**src/rtl/gidx_pkg.sv**
```systemverilog
package gidx_pkg;

  // Entry kind in the two top bits of a table word; an empty word is all ones
  localparam logic [1:0] KIND_NODE  = 2'b01;
  localparam logic [1:0] KIND_GROUP = 2'b10;
  localparam logic [1:0] KIND_EMPTY = 2'b11;

  typedef enum logic [2:0] {
    ST_CLEAR = 3'd0,
    ST_IDLE  = 3'd1,
    ST_READ  = 3'd2,
    ST_EVAL  = 3'd3,
    ST_FILL  = 3'd4,
    ST_DONE  = 3'd5
  } walk_state_e;

endpackage

```
**src/rtl/gidx_table.sv**
```systemverilog
module gidx_table #(
  parameter int DEPTH = 32,
  parameter int ENT_W = 8
) (
  input  logic                     clk,
  input  logic                     we_i,
  input  logic [$clog2(DEPTH)-1:0] waddr_i,
  input  logic [ENT_W-1:0]         wdata_i,
  input  logic [$clog2(DEPTH)-1:0] raddr_i,
  output logic [ENT_W-1:0]         rdata_o
);

  logic [ENT_W-1:0] mem_q [DEPTH];

  // Single write port, synchronous read: data for an address shows one cycle later
  always_ff @(posedge clk) begin
    if (we_i) begin
      mem_q[waddr_i] <= wdata_i;
    end
    rdata_o <= mem_q[raddr_i];
  end

endmodule

```
**src/rtl/gidx_alloc.sv**
```systemverilog
module gidx_alloc #(
  parameter int DEPTH = 32,
  parameter int DIG_W = 2,
  parameter int GID_W = 6
) (
  input  logic                     clk,
  input  logic                     rst_ni,
  input  logic                     clear_i,
  input  logic                     take_node_i,
  input  logic                     take_gid_i,
  output logic [$clog2(DEPTH)-1:0] base_o,
  output logic                     room_o,
  output logic [GID_W-1:0]         gid_o,
  output logic                     gid_full_o
);

  localparam int ADDR_W = $clog2(DEPTH);
  localparam int FAN    = 1 << DIG_W;
  localparam int PTR_W  = ADDR_W + 2;

  logic [PTR_W-1:0] free_q, free_d;
  logic [GID_W-1:0] gcnt_q, gcnt_d;
  logic             free_en, gcnt_en;

  always_comb begin
    free_en = clear_i | take_node_i;
    free_d  = clear_i ? PTR_W'(FAN) : free_q + PTR_W'(FAN);
    gcnt_en = clear_i | take_gid_i;
    gcnt_d  = clear_i ? '0 : gcnt_q + 1'b1;
  end

  always_ff @(posedge clk or negedge rst_ni) begin
    if (!rst_ni) begin
      free_q <= PTR_W'(FAN);
      gcnt_q <= '0;
    end else begin
      if (free_en) free_q <= free_d;
      if (gcnt_en) gcnt_q <= gcnt_d;
    end
  end

  assign base_o     = free_q[ADDR_W-1:0];
  assign room_o     = (free_q + PTR_W'(FAN)) <= PTR_W'(DEPTH);
  assign gid_o      = gcnt_q;
  assign gid_full_o = &gcnt_q;

  // a block is only taken when it fits
  a_r7_node_fits: assert property (@(posedge clk) disable iff (!rst_ni)
    take_node_i |-> room_o);
  // the free pointer never passes the end of the table
  a_r7_ptr_bound: assert property (@(posedge clk) disable iff (!rst_ni)
    free_q <= PTR_W'(DEPTH));

endmodule

```
**src/rtl/gidx_walker.sv**
```systemverilog
module gidx_walker
  import gidx_pkg::*;
#(
  parameter int DATA_W = 16,
  parameter int IDX_W  = 6,
  parameter int DIG_W  = 2,
  parameter int DEPTH  = 32,
  parameter int GID_W  = 6
) (
  input  logic                                        clk,
  input  logic                                        rst_ni,
  input  logic                                        init_i,
  input  logic                                        key_valid_i,
  output logic                                        key_ready_o,
  input  logic [DATA_W-1:0]                           key_i,
  output logic                                        res_valid_o,
  output logic [GID_W-1:0]                            res_gid_o,
  output logic                                        res_new_o,
  output logic                                        res_ovf_o,
  output logic                                        tbl_we_o,
  output logic [$clog2(DEPTH)-1:0]                    tbl_waddr_o,
  output logic [(($clog2(DEPTH) > GID_W) ? $clog2(DEPTH) : GID_W)+1:0] tbl_wdata_o,
  output logic [$clog2(DEPTH)-1:0]                    tbl_raddr_o,
  input  logic [(($clog2(DEPTH) > GID_W) ? $clog2(DEPTH) : GID_W)+1:0] tbl_rdata_i,
  output logic                                        al_clear_o,
  output logic                                        al_node_o,
  output logic                                        al_gid_o,
  input  logic [$clog2(DEPTH)-1:0]                    al_base_i,
  input  logic                                        al_room_i,
  input  logic [GID_W-1:0]                            al_gid_i,
  input  logic                                        al_gid_full_i
);

  localparam int ADDR_W = $clog2(DEPTH);
  localparam int PAY_W  = (ADDR_W > GID_W) ? ADDR_W : GID_W;
  localparam int ENT_W  = PAY_W + 2;
  localparam int FAN    = 1 << DIG_W;
  localparam int LEVELS = IDX_W / DIG_W;
  localparam int LVL_W  = (LEVELS > 1) ? $clog2(LEVELS) : 1;
  localparam logic [LVL_W-1:0]  LAST_LVL = LVL_W'(LEVELS - 1);
  localparam logic [ADDR_W-1:0] TOP_ADDR = ADDR_W'(DEPTH - 1);
  localparam logic [ADDR_W-1:0] FAN_END  = ADDR_W'(FAN - 1);

  walk_state_e       state_q, state_d;
  logic [IDX_W-1:0]  key_q, key_d;
  logic [LVL_W-1:0]  lvl_q, lvl_d;
  logic [ADDR_W-1:0] addr_q, addr_d;
  logic [ADDR_W-1:0] cnt_q, cnt_d;
  logic [ADDR_W-1:0] base_q, base_d;
  logic [GID_W-1:0]  gid_q, gid_d;
  logic              new_q, new_d;
  logic              ovf_q, ovf_d;
  logic              key_en;

  logic [1:0]        rd_kind;
  logic [ADDR_W-1:0] rd_base;
  logic [GID_W-1:0]  rd_gid;
  logic [DIG_W-1:0]  next_dig;

  // Digit of the stored prefix for a given level, most significant first
  function automatic logic [DIG_W-1:0] digit_at(input logic [IDX_W-1:0] k,
                                                input logic [LVL_W-1:0] l);
    logic [IDX_W-1:0] sh;
    sh = k << (int'(l) * DIG_W);
    return sh[IDX_W-1 -: DIG_W];
  endfunction

  assign rd_kind  = tbl_rdata_i[ENT_W-1 -: 2];
  assign rd_base  = tbl_rdata_i[ADDR_W-1:0];
  assign rd_gid   = tbl_rdata_i[GID_W-1:0];
  assign next_dig = digit_at(key_q, lvl_q + 1'b1);

  always_comb begin
    state_d     = state_q;
    key_d       = key_i[DATA_W-1 -: IDX_W];
    key_en      = 1'b0;
    lvl_d       = lvl_q;
    addr_d      = addr_q;
    cnt_d       = cnt_q;
    base_d      = base_q;
    gid_d       = gid_q;
    new_d       = new_q;
    ovf_d       = ovf_q;
    tbl_we_o    = 1'b0;
    tbl_waddr_o = addr_q;
    tbl_wdata_o = '1;
    al_clear_o  = 1'b0;
    al_node_o   = 1'b0;
    al_gid_o    = 1'b0;
    unique case (state_q)
      ST_CLEAR: begin
        tbl_we_o    = 1'b1;
        tbl_waddr_o = cnt_q;
        if (cnt_q == TOP_ADDR) begin
          cnt_d   = '0;
          state_d = ST_IDLE;
        end else begin
          cnt_d = cnt_q + 1'b1;
        end
      end
      ST_IDLE: begin
        if (init_i) begin
          al_clear_o = 1'b1;
          cnt_d      = '0;
          state_d    = ST_CLEAR;
        end else if (key_valid_i) begin
          key_en  = 1'b1;
          lvl_d   = '0;
          addr_d  = ADDR_W'(key_i[DATA_W-1 -: DIG_W]);
          state_d = ST_READ;
        end
      end
      ST_READ: state_d = ST_EVAL;
      ST_EVAL: begin
        if (rd_kind == KIND_NODE && lvl_q != LAST_LVL) begin
          addr_d  = rd_base + ADDR_W'(next_dig);
          lvl_d   = lvl_q + 1'b1;
          state_d = ST_READ;
        end else if (rd_kind == KIND_GROUP) begin
          gid_d   = rd_gid;
          new_d   = 1'b0;
          ovf_d   = 1'b0;
          state_d = ST_DONE;
        end else if (lvl_q == LAST_LVL) begin
          state_d = ST_DONE;
          if (al_gid_full_i) begin
            gid_d = '1;
            new_d = 1'b0;
            ovf_d = 1'b1;
          end else begin
            tbl_we_o    = 1'b1;
            tbl_wdata_o = {KIND_GROUP, PAY_W'(al_gid_i)};
            al_gid_o    = 1'b1;
            gid_d       = al_gid_i;
            new_d       = 1'b1;
            ovf_d       = 1'b0;
          end
        end else if (!al_room_i) begin
          gid_d   = '1;
          new_d   = 1'b0;
          ovf_d   = 1'b1;
          state_d = ST_DONE;
        end else begin
          tbl_we_o    = 1'b1;
          tbl_wdata_o = {KIND_NODE, PAY_W'(al_base_i)};
          al_node_o   = 1'b1;
          base_d      = al_base_i;
          cnt_d       = '0;
          state_d     = ST_FILL;
        end
      end
      ST_FILL: begin
        tbl_we_o    = 1'b1;
        tbl_waddr_o = base_q + cnt_q;
        if (cnt_q == FAN_END) begin
          cnt_d   = '0;
          addr_d  = base_q + ADDR_W'(next_dig);
          lvl_d   = lvl_q + 1'b1;
          state_d = ST_READ;
        end else begin
          cnt_d = cnt_q + 1'b1;
        end
      end
      ST_DONE: state_d = ST_IDLE;
      default: state_d = ST_IDLE;
    endcase
  end

  always_ff @(posedge clk or negedge rst_ni) begin
    if (!rst_ni) begin
      state_q <= ST_CLEAR;
      key_q   <= '0;
      lvl_q   <= '0;
      addr_q  <= '0;
      cnt_q   <= '0;
      base_q  <= '0;
      gid_q   <= '0;
      new_q   <= 1'b0;
      ovf_q   <= 1'b0;
    end else begin
      state_q <= state_d;
      if (key_en) key_q <= key_d;
      lvl_q   <= lvl_d;
      addr_q  <= addr_d;
      cnt_q   <= cnt_d;
      base_q  <= base_d;
      gid_q   <= gid_d;
      new_q   <= new_d;
      ovf_q   <= ovf_d;
    end
  end

  assign tbl_raddr_o = addr_q;
  assign key_ready_o = (state_q == ST_IDLE) && !init_i;
  assign res_valid_o = (state_q == ST_DONE);
  assign res_gid_o   = gid_q;
  assign res_new_o   = new_q;
  assign res_ovf_o   = ovf_q;

  // an accepted key blocks the next one
  a_r5_busy_after_accept: assert property (@(posedge clk) disable iff (!rst_ni)
    (key_valid_i && key_ready_o) |=> !key_ready_o);
  // the result strobe lasts one cycle
  a_r4_single_strobe: assert property (@(posedge clk) disable iff (!rst_ni)
    res_valid_o |=> !res_valid_o);
  // overflow carries the reserved tag and never a new group
  a_r7_ovf_tag: assert property (@(posedge clk) disable iff (!rst_ni)
    (res_valid_o && res_ovf_o) |-> ((&res_gid_o) && !res_new_o));
  // a created group never carries the reserved tag
  a_r2_new_not_tag: assert property (@(posedge clk) disable iff (!rst_ni)
    (res_valid_o && res_new_o) |-> !(&res_gid_o));
  // every table write stays inside the table
  a_r1_write_in_range: assert property (@(posedge clk) disable iff (!rst_ni)
    tbl_we_o |-> (int'(tbl_waddr_o) < DEPTH));

endmodule

```
**src/rtl/gidx_tree_lookup.sv**
```systemverilog
module gidx_tree_lookup #(
  parameter int DATA_W = 16,
  parameter int IDX_W  = 6,
  parameter int DIG_W  = 2,
  parameter int DEPTH  = 32,
  parameter int GID_W  = 6
) (
  input  logic              clk,
  input  logic              rst_n,
  input  logic              init_i,
  input  logic              key_valid_i,
  output logic              key_ready_o,
  input  logic [DATA_W-1:0] key_i,
  output logic              res_valid_o,
  output logic [GID_W-1:0]  res_gid_o,
  output logic              res_new_o,
  output logic              res_ovf_o
);

  localparam int ADDR_W = $clog2(DEPTH);
  localparam int PAY_W  = (ADDR_W > GID_W) ? ADDR_W : GID_W;
  localparam int ENT_W  = PAY_W + 2;

  logic              rst_meta_q, rst_sync_q;
  logic              tbl_we;
  logic [ADDR_W-1:0] tbl_waddr, tbl_raddr;
  logic [ENT_W-1:0]  tbl_wdata, tbl_rdata;
  logic              al_clear, al_node, al_gid, al_room, al_gid_full;
  logic [ADDR_W-1:0] al_base;
  logic [GID_W-1:0]  al_gid_val;

  // Reset asserts at once and is released after two clock edges
  always_ff @(posedge clk or negedge rst_n) begin
    if (!rst_n) begin
      rst_meta_q <= 1'b0;
      rst_sync_q <= 1'b0;
    end else begin
      rst_meta_q <= 1'b1;
      rst_sync_q <= rst_meta_q;
    end
  end

  gidx_table #(.DEPTH(DEPTH), .ENT_W(ENT_W)) u_table (
    .clk     (clk),
    .we_i    (tbl_we),
    .waddr_i (tbl_waddr),
    .wdata_i (tbl_wdata),
    .raddr_i (tbl_raddr),
    .rdata_o (tbl_rdata)
  );

  gidx_alloc #(.DEPTH(DEPTH), .DIG_W(DIG_W), .GID_W(GID_W)) u_alloc (
    .clk         (clk),
    .rst_ni      (rst_sync_q),
    .clear_i     (al_clear),
    .take_node_i (al_node),
    .take_gid_i  (al_gid),
    .base_o      (al_base),
    .room_o      (al_room),
    .gid_o       (al_gid_val),
    .gid_full_o  (al_gid_full)
  );

  gidx_walker #(
    .DATA_W (DATA_W),
    .IDX_W  (IDX_W),
    .DIG_W  (DIG_W),
    .DEPTH  (DEPTH),
    .GID_W  (GID_W)
  ) u_walker (
    .clk           (clk),
    .rst_ni        (rst_sync_q),
    .init_i        (init_i),
    .key_valid_i   (key_valid_i),
    .key_ready_o   (key_ready_o),
    .key_i         (key_i),
    .res_valid_o   (res_valid_o),
    .res_gid_o     (res_gid_o),
    .res_new_o     (res_new_o),
    .res_ovf_o     (res_ovf_o),
    .tbl_we_o      (tbl_we),
    .tbl_waddr_o   (tbl_waddr),
    .tbl_wdata_o   (tbl_wdata),
    .tbl_raddr_o   (tbl_raddr),
    .tbl_rdata_i   (tbl_rdata),
    .al_clear_o    (al_clear),
    .al_node_o     (al_node),
    .al_gid_o      (al_gid),
    .al_base_i     (al_base),
    .al_room_i     (al_room),
    .al_gid_i      (al_gid_val),
    .al_gid_full_i (al_gid_full)
  );

endmodule

```
**config.mk**
```make
export PLATFORM = sky130hd
export DESIGN_NAME = gidx_tree_lookup
export DESIGN_NICKNAME = d
export VERILOG_FILES = /design/src/rtl/gidx_pkg.sv /design/src/rtl/gidx_table.sv /design/src/rtl/gidx_alloc.sv /design/src/rtl/gidx_walker.sv /design/src/rtl/gidx_tree_lookup.sv
export SDC_FILE = /design/constraint.sdc
export NUM_CORES = 1
export LEC_CHECK = 0
export ABC_CLOCK_PERIOD_IN_PS = 2100
export BUFFER_PORTS_ARGS = -buffer_cell sky130_fd_sc_hd__buf_2
export CAP_MARGIN = 20
export CORE_ASPECT_RATIO = 0.6
export CORE_MARGIN = 2
export CORE_UTILIZATION = 62
export DETAILED_ROUTE_END_ITERATION = 10
export GPL_ROUTABILITY_DRIVEN = 1
export PLACE_DENSITY = 0.8
export SLEW_MARGIN = 10
export SYNTH_ARGS = -nofsm -noshare
export SYNTH_HDL_FRONTEND = slang
export SYNTH_SLANG_ARGS = --single-unit
```
**constraint.sdc**
```tcl
create_clock -name clk -period 2.1 [get_ports clk]
set_clock_uncertainty 0.15 [all_clocks]
set_input_delay 0.21 -clock clk [delete_from_list [all_inputs] [get_ports clk]]
set_output_delay 0.21 -clock clk [all_outputs]
set_load 0.005 [all_outputs]
```
==> flow_metrics.py, run 1 <==
metrics = {
    "die": {
        "chipHeight_um": 116,
        "initial_core_util_pct": 64.1,
        "floorplan.io_pins": 30,
        "row_count": 40,
        "core_region_area_um2": 20300,
        "die_area_um2": 22200,
        "die_width_um": 191,
    },
    "synth": {
        "cell_count_after_synthesis": 734,
        "synth.yosys.seq_area_share_pct": 69.1,
        "yosys_most_used_dff": "sky130_fd_sc_hd__edfxtp_1",
        "synth_most_common_cell": "sky130_fd_sc_hd__edfxtp_1",
        "synth-seq-cells": 309,
        "synth.yosys.warnings": 0,
        "synth-edff-count": 256,
        "avgSynthCellArea_um2": 17.7,
        "synth_cell_type_count": 61,
        "synth_area_leaders": "sky130_fd_sc_hd__edfxtp_1 59%, sky130_fd_sc_hd__mux4_2 14%, sky130_fd_sc_hd__dfrtp_1 8.5%, sky130_fd_sc_hd__mux2_2 1.5%, sky130_fd_sc_hd__dfxtp_1 1.2%",
        "yosys.area.top_type_share_pct": 59.2,
        "syn_nets": 765,
        "synth_area_leader_cell": "sky130_fd_sc_hd__edfxtp_1",
        "async_sr_flop_fraction_pct": 14.6,
        "synth_commonest_cells": "256 x sky130_fd_sc_hd__edfxtp_1, 80 x sky130_fd_sc_hd__mux4_2, 44 x sky130_fd_sc_hd__dfrtp_1",
        "syn-cell-area_um2": 13000,
    },
    "route": {
        "antenna_nets_post_route": 0,
        "drt_first_iter_violations": 1195,
        "remaining_drc_errors": 0,
        "post_drt_via_cell_ratio": 6.70,
        "dr_total_vias": 8113,
        "wl_per_cell_um": 29.5,
        "routed_wirelength_um": 35700,
        "dr_pass1_iterations": 6,
    },
    "timing": {
        "hold_violations": 0,
        "period_minus_slack_ns": 2.65,
        "hold-worst-slack_ns": 0.0850,
        "tightest_slew_ns": 0.567,
        "maxSlewHeadroom_pct": 62.1,
        "grt_setup_unrepaired": "true",
        "timing.final.crit_share_pct": 126,
        "finalSetupViolations": 538,
        "slew_viol_final": 0,
        "final_critical_path_setup_slack_ns": -0.549,
        "maximum_clock_frequency_mhz": 378,
        "totalNegativeSetupSlack_ns": -180.38,
    },
    "finish": {
        "num-fill-cells": 873,
        "area_growth_syn_to_layout_pct": 29.7,
        "finalNonFillerCells": 1210,
        "final_core_util_pct": 83.1,
        "num-nets-final": 946,
        "final_layout_size_suffix_gt1_share_pct": 45.0,
        "finish.instance_area_um2": 16800,
    },
    "place": {
        "port-buffer-count": 19,
        "finalWeightedCongestion": 0.953,
        "numPlacedInstances": 1142,
        "dpl_cell_area_um2": 15400,
        "placement.setup.worst_slack_ns": -0.659,
        "place.detailed.hpwl_um": 23400,
    },
    "worst_setup_path": {
        "worst_r2r_startpoint": "u_walker.base_q[3]",
        "rr_endpoint": "u_table.mem_q[0][7]",
        "timing.reg2reg.worst_path_depth": 9,
        "cp.required_ns": 2.20,
        "crit_buf_inv": 3,
        "crit_family": "buffers and inverters",
        "rrSetupSlack_ns": -0.55,
        "critical_path_arrival_ns": 2.75,
        "critical-path-max-stage-delay_ns": 0.42,
        "critPathMaxFanout": 8,
        "critPathMostFrequentCell": "sky130_fd_sc_hd__buf_6",
        "endpoint_kind": "register",
        "cpMaxStageDelayCell": "sky130_fd_sc_hd__dfrtp_1",
        "critical_path.cell_chain": "ha_4 -> a21oi_4 -> mux2i_4 -> buf_6 -> xnor2_4 -> o21ai_4 -> buf_6 -> nor3b_4 -> buf_12",
        "setup.worst_path.start_class": "register",
        "critPathKind": "reg2reg",
    },
    "global_route": {
        "global_route_wire_length_before_repair_um": 51900,
        "grt_max_degree": 37,
        "grt_overflow": 0,
        "grt_use_total_pct": 33.1,
        "antenna_found_initial": 2,
        "grt_pass1_vias": 8053,
    },
    "pwr": {
        "cellLeakagePower_nw": 5.19,
        "p_clk_share_pct": 26.8,
        "combinationalPowerShare_pct": 34.6,
        "sequentialPowerShare_pct": 38.6,
        "p_sw_share_pct": 31.8,
        "design_power_mw": 19.7,
        "power_switching_mw": 6.27,
        "power_per_cell_area_nw_per_um2": 1170,
        "p_int_mw": 13.4,
        "maximum_vdd_drop_mv": 0.914,
    },
    "job": {
        "drv_cap": 0,
    },
    "cts": {
        "cts.path.max_buffers": 3,
        "cts_made_buffers": 27,
        "cts.clk_slew.worst_paths_ns": 0.07,
        "worst_skew_pair.late_latency_ns": 0.54,
        "cts_max_level": 1,
        "cts_tree": "built",
        "cts-root-buf": "sky130_fd_sc_hd__clkbuf_16",
        "clock-sinks": 309,
    },
    "min_path": {
        "worst_min_delay_path_class": "reg2async",
    },
    "outcome": {
        "run_status": "complete, but fails checks",
        "failing_checks": "negative setup slack",
    },
}
## worst max path at each step
stage	startpoint	to	cells after the start
3_3_place_gp	u_walker.base_q[3]	u_table.mem_q[26][5]	8
5_1_grt	u_walker.base_q[3]	u_table.mem_q[0][7]	9
4_1_cts	u_walker.cnt_q[3]	u_table.mem_q[27][6]	9
6_report	u_walker.base_q[3]	u_table.mem_q[0][7]	9
3_5_place_dp	u_walker.base_q[3]	u_table.mem_q[18][0]	8
2_1_floorplan	u_alloc.free_q[2]	u_table.mem_q[16][0]	7
## registers in the layout, indices dropped and copies added, names as in the netlist
signal,count
rst_meta_q,1
u_walker.res_ovf_o,1
u_alloc.gid_o,6
u_walker.cnt_q,5
u_walker.tbl_raddr_o,5
u_table.mem_q,256
u_walker.key_q,6
u_walker.lvl_q,2
u_walker.res_gid_o,6
u_alloc.free_q,5
u_walker.res_new_o,1
u_walker.base_q,3
u_walker.state_q,3
u_table.rdata_o,8
rst_sync_q,1
## area by class of cell
class | count | area (um^2) | area share [%]
clock buffers | 32 | 714 | 4.24
multi-input cells | 377 | 4580 | 27.2
inverters | 11 | 41.3 | 0.245
flip-flops and latches | 309 | 8980 | 53.3
well taps | 273 | 342 | 2.03
repair buffers | 189 | 1950 | 11.6
clock inverters | 17 | 225 | 1.34
diodes | 2 | 5.00 | 0.0297
## worst reg2reg max path, cell delays in order (launching register included)
cell and delay [ns]:
sky130_fd_sc_hd__dfrtp_1 0.42, sky130_fd_sc_hd__ha_4 0.27, sky130_fd_sc_hd__a21oi_4 0.18, sky130_fd_sc_hd__mux2i_4 0.31
sky130_fd_sc_hd__buf_6 0.15, sky130_fd_sc_hd__xnor2_4 0.16, sky130_fd_sc_hd__o21ai_4 0.12, sky130_fd_sc_hd__buf_6 0.16
sky130_fd_sc_hd__nor3b_4 0.27, sky130_fd_sc_hd__buf_12 0.17
## layout by cell type, fill, tap and decap left out, types with 10 or more instances in the layout
| master | synthesis | final |
|---|---|---|
| sky130_fd_sc_hd__nor3b_4 | 0 | 17 |
| sky130_fd_sc_hd__clkbuf_16 | 0 | 27 |
| sky130_fd_sc_hd__edfxtp_1 | 256 | 256 |
| sky130_fd_sc_hd__dfrtp_1 | 44 | 39 |
| sky130_fd_sc_hd__buf_6 | 4 | 20 |
| sky130_fd_sc_hd__buf_2 | 15 | 19 |
| sky130_fd_sc_hd__inv_1 | 11 | 10 |
| sky130_fd_sc_hd__o21ai_0 | 24 | 15 |
| sky130_fd_sc_hd__mux4_2 | 80 | 80 |
| sky130_fd_sc_hd__nor2_1 | 27 | 25 |
| sky130_fd_sc_hd__buf_4 | 0 | 101 |
| sky130_fd_sc_hd__dlygate4sd3_1 | 0 | 11 |
| sky130_fd_sc_hd__nor3_4 | 0 | 14 |
| sky130_fd_sc_hd__buf_12 | 0 | 38 |
| sky130_fd_sc_hd__nand2_1 | 37 | 36 |
| sky130_fd_sc_hd__mux2_2 | 17 | 17 |
## power groups by stage
stage	logic [mW]	clock network [mW]	registers (mW)
finish	6.82	5.28	7.61
global placement	5.91	0	7.63
detailed placement	6.13	0	7.67
CTS	6.46	5.29	7.56
floorplan	3.64	0	7.51
global route	7.09	5.51	7.63
## kinds of logic after synthesis
logic type	Yosys count	share of synthesized area, %
other	1	0.0289
xor gates and xnor gates	13	0.877
adders and majority gates	11	1.12
AOI/OAI and AO/OA	83	4.09
buffers and inverters	48	1.76
muxes	113	16.6
DFF	309	69.1
and+or+nand+nor	156	6.37
## per-layer routing
| layer | track usage [%] | vias to the layer above | part of all wire [%] |
|---|---|---|---|
| li1 | - | 3319 | - |
| met1 | 49.2 | 4167 | 39 |
| met2 | 49.1 | 553 | 45 |
| met3 | 10.0 | 74 | 13 |
| met4 | 8.11 | 0 | 2.6 |
| met5 | 0 | - | 0 |
## repair_timing
| item | 4_1_cts | 5_1_grt |
|---|---|---|
| hold buffers | 11 | 0 |
| cloned | 0 | 0 |
| pin swaps | 27 | 28 |
| setup endpoints to repair | 547 | 552 |
| hold endpoints to repair | 18 | 0 |
| buffers inserted | 2 | 5 |
| resized for setup | 50 | 25 |
Power figures use the tool's default switching activity.
==> inputs of run 2 (changes only) <==
--- a/config.mk
+++ b/config.mk
@@ -8,12 +8,13 @@
 export ABC_CLOCK_PERIOD_IN_PS = 2100
 export BUFFER_PORTS_ARGS = -buffer_cell sky130_fd_sc_hd__buf_2
 export CAP_MARGIN = 20
-export CORE_ASPECT_RATIO = 0.6
 export CORE_MARGIN = 2
 export CORE_UTILIZATION = 62
 export DETAILED_ROUTE_END_ITERATION = 10
 export GPL_ROUTABILITY_DRIVEN = 1
+export MAX_ROUTING_LAYER = met4
 export PLACE_DENSITY = 0.8
+export RECOVER_POWER = 100
 export SLEW_MARGIN = 10
 export SYNTH_ARGS = -nofsm -noshare
 export SYNTH_HDL_FRONTEND = slang
==> run 2 against run 1 <==
  * The run still ends with negative setup slack left
  * Total power increased by 1.4%
  * Die area decreased by 0.18%
  * Utilization increased by 0.46 points
  * Worst setup slack improved by 0.0014 ns
  * Wire length decreased by 1.6%
  * Maximum frequency about the same
  * Critical path depth decreased by 2
  * Count of clock-buffer cells in the layout increased by 7
  * Final area increased by 1.0%
  * Worst hold slack improved by 0.11 ns
  * Register-to-register slack about the same
  * Critical path type unchanged
  * Largest power group unchanged
  * Highest routed layer unchanged
==> flow_metrics.py, run 2 (same netlist as run 1, synthesis figures left out) <==
metrics = {
    "die": {
        "core_region_area_um2": 20400,
        "die_area_um2": 22100,
        "die_width_um": 149,
        "initial_core_util_pct": 63.8,
        "floorplan.io_pins": 30,
        "chipHeight_um": 149,
        "row_count": 52,
    },
    "route": {
        "antenna_nets_post_route": 0,
        "post_drt_via_cell_ratio": 6.62,
        "dr_total_vias": 8106,
        "dr_pass1_iterations": 5,
        "remaining_drc_errors": 0,
        "wl_per_cell_um": 28.7,
        "drt_first_iter_violations": 831,
        "routed_wirelength_um": 35200,
    },
    "place": {
        "place.detailed.hpwl_um": 20600,
        "dpl_cell_area_um2": 15300,
        "placement.setup.worst_slack_ns": -0.791,
        "numPlacedInstances": 1132,
        "finalWeightedCongestion": 0.916,
        "port-buffer-count": 19,
    },
    "worst_setup_path": {
        "endpoint_kind": "register",
        "critPathMaxFanout": 10,
        "rrSetupSlack_ns": -0.55,
        "critical_path_arrival_ns": 2.76,
        "critPathKind": "reg2reg",
        "cp.required_ns": 2.22,
        "setup.worst_path.start_class": "register",
    },
    "pwr": {
        "design_power_mw": 20.0,
        "power_per_cell_area_nw_per_um2": 1170,
        "cellLeakagePower_nw": 5.28,
        "maximum_vdd_drop_mv": 0.898,
    },
    "timing": {
        "hold_violations": 0,
        "period_minus_slack_ns": 2.65,
        "finalSetupViolations": 525,
        "hold-worst-slack_ns": 0.195,
        "final_critical_path_setup_slack_ns": -0.547,
        "grt_setup_unrepaired": "true",
        "timing.final.crit_share_pct": 126,
        "totalNegativeSetupSlack_ns": -203.97,
        "slew_viol_final": 0,
        "tightest_slew_ns": 0.843,
        "maxSlewHeadroom_pct": 43.8,
        "maximum_clock_frequency_mhz": 378,
    },
    "finish": {
        "mostFrequentLayoutCell": "sky130_fd_sc_hd__edfxtp_1",
        "finalNonFillerCells": 1224,
        "largest_registers": "u_table.mem_q: 256 flops, u_table.rdata_o: 8 flops",
        "largest_reg_flops": 256,
        "finish.instance_area_um2": 17000,
        "largest_reg_by_ff_count": "u_table.mem_q",
        "final_core_util_pct": 83.6,
        "final_layout_size_suffix_gt1_share_pct": 43.8,
        "mostFrequentLayoutCells": "256 x sky130_fd_sc_hd__edfxtp_1, 111 x sky130_fd_sc_hd__buf_4, 80 x sky130_fd_sc_hd__mux4_2",
        "num-nets-final": 961,
        "insertedDiodeCount": 0,
        "area_growth_syn_to_layout_pct": 31.0,
    },
    "global_route": {
        "grt_use_total_pct": 33.6,
        "grt_overflow": 0,
        "global_route_wire_length_before_repair_um": 52300,
        "antenna_found_initial": 0,
        "grt_max_degree": 34,
        "grt_pass1_vias": 8239,
    },
    "outcome": {
        "run_status": "complete, but fails checks",
        "failing_checks": "negative setup slack",
    },
    "cts": {
        "cts.clk_slew.worst_paths_ns": 0.07,
        "worst_skew_pair.late_latency_ns": 0.55,
        "cts-root-buf": "sky130_fd_sc_hd__clkbuf_16",
        "cts_made_buffers": 30,
        "cts_max_level": 1,
        "clock-sinks": 309,
        "cts.path.max_buffers": 3,
        "cts_tree": "built",
    },
    "min_path": {
        "worst_min_delay_path_class": "reg2async",
    },
    "job": {
        "drv_cap": 0,
    },
}
-- run 2: changes by cell type in the layout (fill, tap and decap cells not counted), sizes merged --
cell / before / now
diode: 2 / 0
dlygate4sd3: 11 / 10
buf: 178 / 180
clkinv: 6 / 10
clkbuf: 32 / 50
bufinv: 5 / 4
clkinvlp: 6 / 3
-- run 2: what timing repair did --
item                       4_1_cts  5_1_grt
hold buffers                    10        0
hold endpoints to repair        13        0
setup endpoints to repair      549      560
gates resized for setup         37       16
setup buffers                   20        4
pin swaps                       16        8
gates cloned                     1        1
-- run 2: worst paths after layout --
check                               startpoint                 endpoint  cells after the start
min in group clk                    rst_meta_q               rst_sync_q                      0
max in group asynchronous           rst_sync_q      u_walker.state_q[1]                      1
setup / recovery           u_walker.state_q[0]     u_table.mem_q[31][7]                      7
setup reg to reg           u_walker.state_q[0]     u_table.mem_q[31][7]                      7
hold reg to reg                     rst_sync_q  u_walker.tbl_raddr_o[1]                      0
hold / removal                      rst_sync_q  u_walker.tbl_raddr_o[1]                      0
-- run 2: area by class of cell --
type                       count  area, um^2
sequential                   309        8980
multi-input combinational    377        4530
fill                         851        3350
timing repair buffer         201        2100
clock buffer                  39         836
tap                          270         338
clock inverter                17         191
inverter                      11        41.3
-- run 2: where the power goes --
group | switching (mW) | internal (mW) | total [mW] | leakage [nW]
Clock | 2.28 | 3.29 | 5.57 | 0.496
Sequential | 0.397 | 7.18 | 7.58 | 2.45
Combinational | 3.54 | 3.29 | 6.84 | 2.33
Total | 6.22 | 13.8 | 20.0 | 5.28
-- run 2: per-layer routing --
| metal | up-vias | global-route usage, % | routed length (um) |
|---|---|---|---|
| met5 | - | - | 0 |
| met4 | 0 | 11.8 | 1460 |
| met3 | 106 | 5.60 | 2730 |
| met2 | 480 | 55.8 | 17900 |
| met1 | 4172 | 43.0 | 13100 |
| li1 | 3348 | - | - |
-- run 2: worst max-delay path, cell delays in order, from the launching register on --
cell	delay [ns]
sky130_fd_sc_hd__dfrtp_1	0.45
sky130_fd_sc_hd__or2_0	0.28
sky130_fd_sc_hd__buf_4	0.20
sky130_fd_sc_hd__o21ai_4	0.39
sky130_fd_sc_hd__buf_4	0.22
sky130_fd_sc_hd__a32oi_4	0.21
sky130_fd_sc_hd__nor3_4	0.30
sky130_fd_sc_hd__buf_12	0.16
==> inputs of run 3 (changes only) <==
--- a/config.mk
+++ b/config.mk
@@ -9,11 +9,11 @@
 export BUFFER_PORTS_ARGS = -buffer_cell sky130_fd_sc_hd__buf_2
 export CAP_MARGIN = 20
 export CORE_MARGIN = 2
-export CORE_UTILIZATION = 62
+export CORE_UTILIZATION = 40
 export DETAILED_ROUTE_END_ITERATION = 10
 export GPL_ROUTABILITY_DRIVEN = 1
 export MAX_ROUTING_LAYER = met4
-export PLACE_DENSITY = 0.8
+export PLACE_DENSITY = 0.56
 export RECOVER_POWER = 100
 export SLEW_MARGIN = 10
 export SYNTH_ARGS = -nofsm -noshare
==> run 3 against run 2 <==
  * Clock power decreased by 3.9%
  * Highest routed layer unchanged
  * Worst hold slack improved by 0.0066 ns
  * Wire length decreased by 8.9%
  * Sequential power decreased by 0.9%
  * The flow still finishes with violations (negative setup slack)
  * Combinational power decreased by 3%
  * Critical endpoint is now u_table.mem_q[6][1]
  * Global-route usage decreased by 13 points
  * Via count decreased by 7.2%
  * Largest power group unchanged
  * Die area increased by 53%
==> flow_metrics.py, run 3 (same netlist as run 1, synthesis figures left out) <==
metrics = {
    "outcome": {
        "run_status": "complete, but fails checks",
        "failing_checks": "negative setup slack",
    },
    "cts": {
        "cts.clk_slew.worst_paths_ns": 0.06,
        "cts-root-buf": "sky130_fd_sc_hd__clkbuf_16",
        "cts_made_buffers": 31,
        "worst_skew_pair.late_latency_ns": 0.56,
        "clock-sinks": 309,
        "cts_max_level": 1,
        "cts_tree": "built",
        "cts.path.max_buffers": 3,
    },
    "worst_setup_path": {
        "critPathMaxFanout": 8,
        "setup.worst_path.start_class": "register",
        "critical_path_arrival_ns": 2.79,
        "cp.required_ns": 2.28,
        "worst_r2r_startpoint": "u_alloc.free_q[2]",
        "endpoint_kind": "register",
        "timing.reg2reg.worst_path_depth": 10,
        "rr_endpoint": "u_table.mem_q[6][1]",
        "critPathKind": "reg2reg",
        "rrSetupSlack_ns": -0.51,
    },
    "finish": {
        "num-fill-cells": 2512,
        "largest_registers": "u_table.mem_q: 256 flops, u_table.rdata_o: 8 flops",
        "insertedDiodeCount": 0,
        "mostFrequentLayoutCell": "sky130_fd_sc_hd__edfxtp_1",
        "finalNonFillerCells": 1390,
        "final_layout_size_suffix_gt1_share_pct": 43.8,
        "largest_reg_by_ff_count": "u_table.mem_q",
        "mostFrequentLayoutCells": "256 x sky130_fd_sc_hd__edfxtp_1, 112 x sky130_fd_sc_hd__buf_4, 80 x sky130_fd_sc_hd__mux4_2",
        "area_growth_syn_to_layout_pct": 32.5,
        "largest_reg_flops": 256,
        "num-nets-final": 965,
    },
    "min_path": {
        "worst_min_delay_path_class": "reg2reg",
        "holdCritStartpoint": "rst_meta_q",
        "timing.hold.worst_endpoint": "rst_sync_q",
        "holdPathStages": 0,
    },
    "global_route": {
        "grt_max_degree": 34,
        "grt_use_total_pct": 20.3,
        "groute.layer.met1.usage_pct": 27.9,
        "antenna_found_initial": 1,
        "use_met3_pct": 2.51,
        "grt_overflow": 0,
        "grt_pass1_vias": 7939,
        "global_route_wire_length_before_repair_um": 49300,
        "globalRouteMet2Util_pct": 32.3,
        "grt-busiest-layer": "met2",
    },
    "job": {
        "drv_cap": 0,
    },
    "timing": {
        "finalSetupViolations": 518,
        "maximum_clock_frequency_mhz": 383,
        "hold_violations": 0,
        "final_critical_path_setup_slack_ns": -0.513,
        "period_minus_slack_ns": 2.61,
        "slew_viol_final": 0,
        "grt_setup_unrepaired": "true",
        "maxSlewHeadroom_pct": 23.9,
        "timing.final.crit_share_pct": 124,
        "tightest_slew_ns": 1.14,
    },
    "die": {
        "initial_core_util_pct": 40.8,
        "die_width_um": 184,
        "core_region_area_um2": 31800,
        "chipHeight_um": 184,
        "die_area_um2": 33900,
        "floorplan.io_pins": 30,
        "row_count": 65,
    },
    "route": {
        "drt_first_iter_violations": 576,
        "routed_wirelength_um": 32000,
        "dr_pass1_iterations": 5,
        "post_drt_via_cell_ratio": 5.41,
        "remaining_drc_errors": 0,
        "dr_total_vias": 7522,
        "antenna_nets_post_route": 0,
        "wl_per_cell_um": 23.0,
    },
    "pwr": {
        "design_power_mw": 19.5,
        "maximum_vdd_drop_mv": 0.813,
        "power_per_cell_area_nw_per_um2": 1130,
        "cellLeakagePower_nw": 5.25,
    },
    "place": {
        "port-buffer-count": 19,
        "finalWeightedCongestion": 0.845,
        "numPlacedInstances": 1307,
        "place.detailed.hpwl_um": 21600,
    },
}
==> run 3: cell types whose count changed in the layout (fill, tap and decap cells not counted), moves of 3 or more <==
cell                       before  now
sky130_fd_sc_hd__clkbuf_1      12   17
sky130_fd_sc_hd__buf_6         12    6
sky130_fd_sc_hd__dfrtp_1       41   38
sky130_fd_sc_hd__buf_2         12   15
sky130_fd_sc_hd__clkinv_2       5    2
sky130_fd_sc_hd__buf_12        43   51
sky130_fd_sc_hd__dfrtp_2        2    5
==> run 3: final cells by class <==
type,count,area (um^2),share of cell area [%]
multi-input cells,377,4500,26.2
flip-flops and latches,309,8980,52.2
clock buffers,42,827,4.81
inverters,11,41.3,0.240
well taps,435,544,3.16
repair buffers,204,2160,12.5
clock inverters,12,149,0.865
==> run 3: how the worst max path moves through the flow <==
| stage | start | slack [ns] | to |
|---|---|---|---|
| 2_1_floorplan | u_alloc.free_q[2] | -0.52 | u_table.mem_q[16][0] |
| 3_3_place_gp | u_walker.state_q[1] | -0.65 | u_table.mem_q[0][2] |
| 3_5_place_dp | u_walker.state_q[1] | -0.76 | u_table.mem_q[16][4] |
| 4_1_cts | u_alloc.free_q[2] | -0.49 | u_table.mem_q[6][4] |
| 5_1_grt | u_alloc.free_q[2] | -0.58 | u_table.mem_q[6][4] |
| 6_report | u_alloc.free_q[2] | -0.51 | u_table.mem_q[6][1] |
==> run 3: power by group <==
part           switching, mW  internal [mW]
logic                   3.35           3.30
clock network           2.24           3.11
registers              0.321           7.19
total                   5.91           13.6
==> run 3: stage by stage <==
stage / hold WS (ns) / area [um^2] / worst slack [ns] / util [%] / setup TNS [ns]
6_report: 0.202 / 17200 / -0.513 / 54.1 / -170.29
5_1_grt: 0.227 / 17200 / -0.580 / 54.1 / -209.23
4_1_cts: 0.128 / 17100 / -0.488 / 53.9 / -170.35
3_5_place_dp: -0.154 / 15700 / -0.758 / 49.3 / -211.00
3_3_place_gp: -0.155 / 15700 / -0.651 / 49.3 / -205.65
2_1_floorplan: -0.236 / 13500 / -0.520 / - / -198.09
==> run 3: layer usage <==
| layer | routed length, um | part of all wire (%) | vias up |
|---|---|---|---|
| li1 | - | - | 3361 |
| met1 | 14100 | 44 | 3952 |
| met2 | 15500 | 48 | 159 |
| met3 | 1650 | 5.1 | 50 |
| met4 | 812 | 2.5 | 0 |
| met5 | 0 | 0 | - |
==> run 3: critical path, stage by stage (launching register included) <==
cell and delay [ns]:
sky130_fd_sc_hd__dfstp_2 0.60, sky130_fd_sc_hd__ha_4 0.17, sky130_fd_sc_hd__nand2b_1 0.12, sky130_fd_sc_hd__a21oi_2 0.07, sky130_fd_sc_hd__o31a_1 0.34, sky130_fd_sc_hd__a211oi_4 0.26
sky130_fd_sc_hd__buf_12 0.18, sky130_fd_sc_hd__buf_12 0.14, sky130_fd_sc_hd__buf_12 0.12, sky130_fd_sc_hd__nor3_4 0.05, sky130_fd_sc_hd__buf_12 0.16
==> run 3: what timing repair did <==
item | 4_1_cts | 5_1_grt
hold buffers | 11 | 0
pin swaps | 27 | 7
endpoints found under the setup margin | 546 | 551
setup buffers | 16 | 3
gates resized for setup | 32 | 13
hold endpoints to repair | 23 | 0
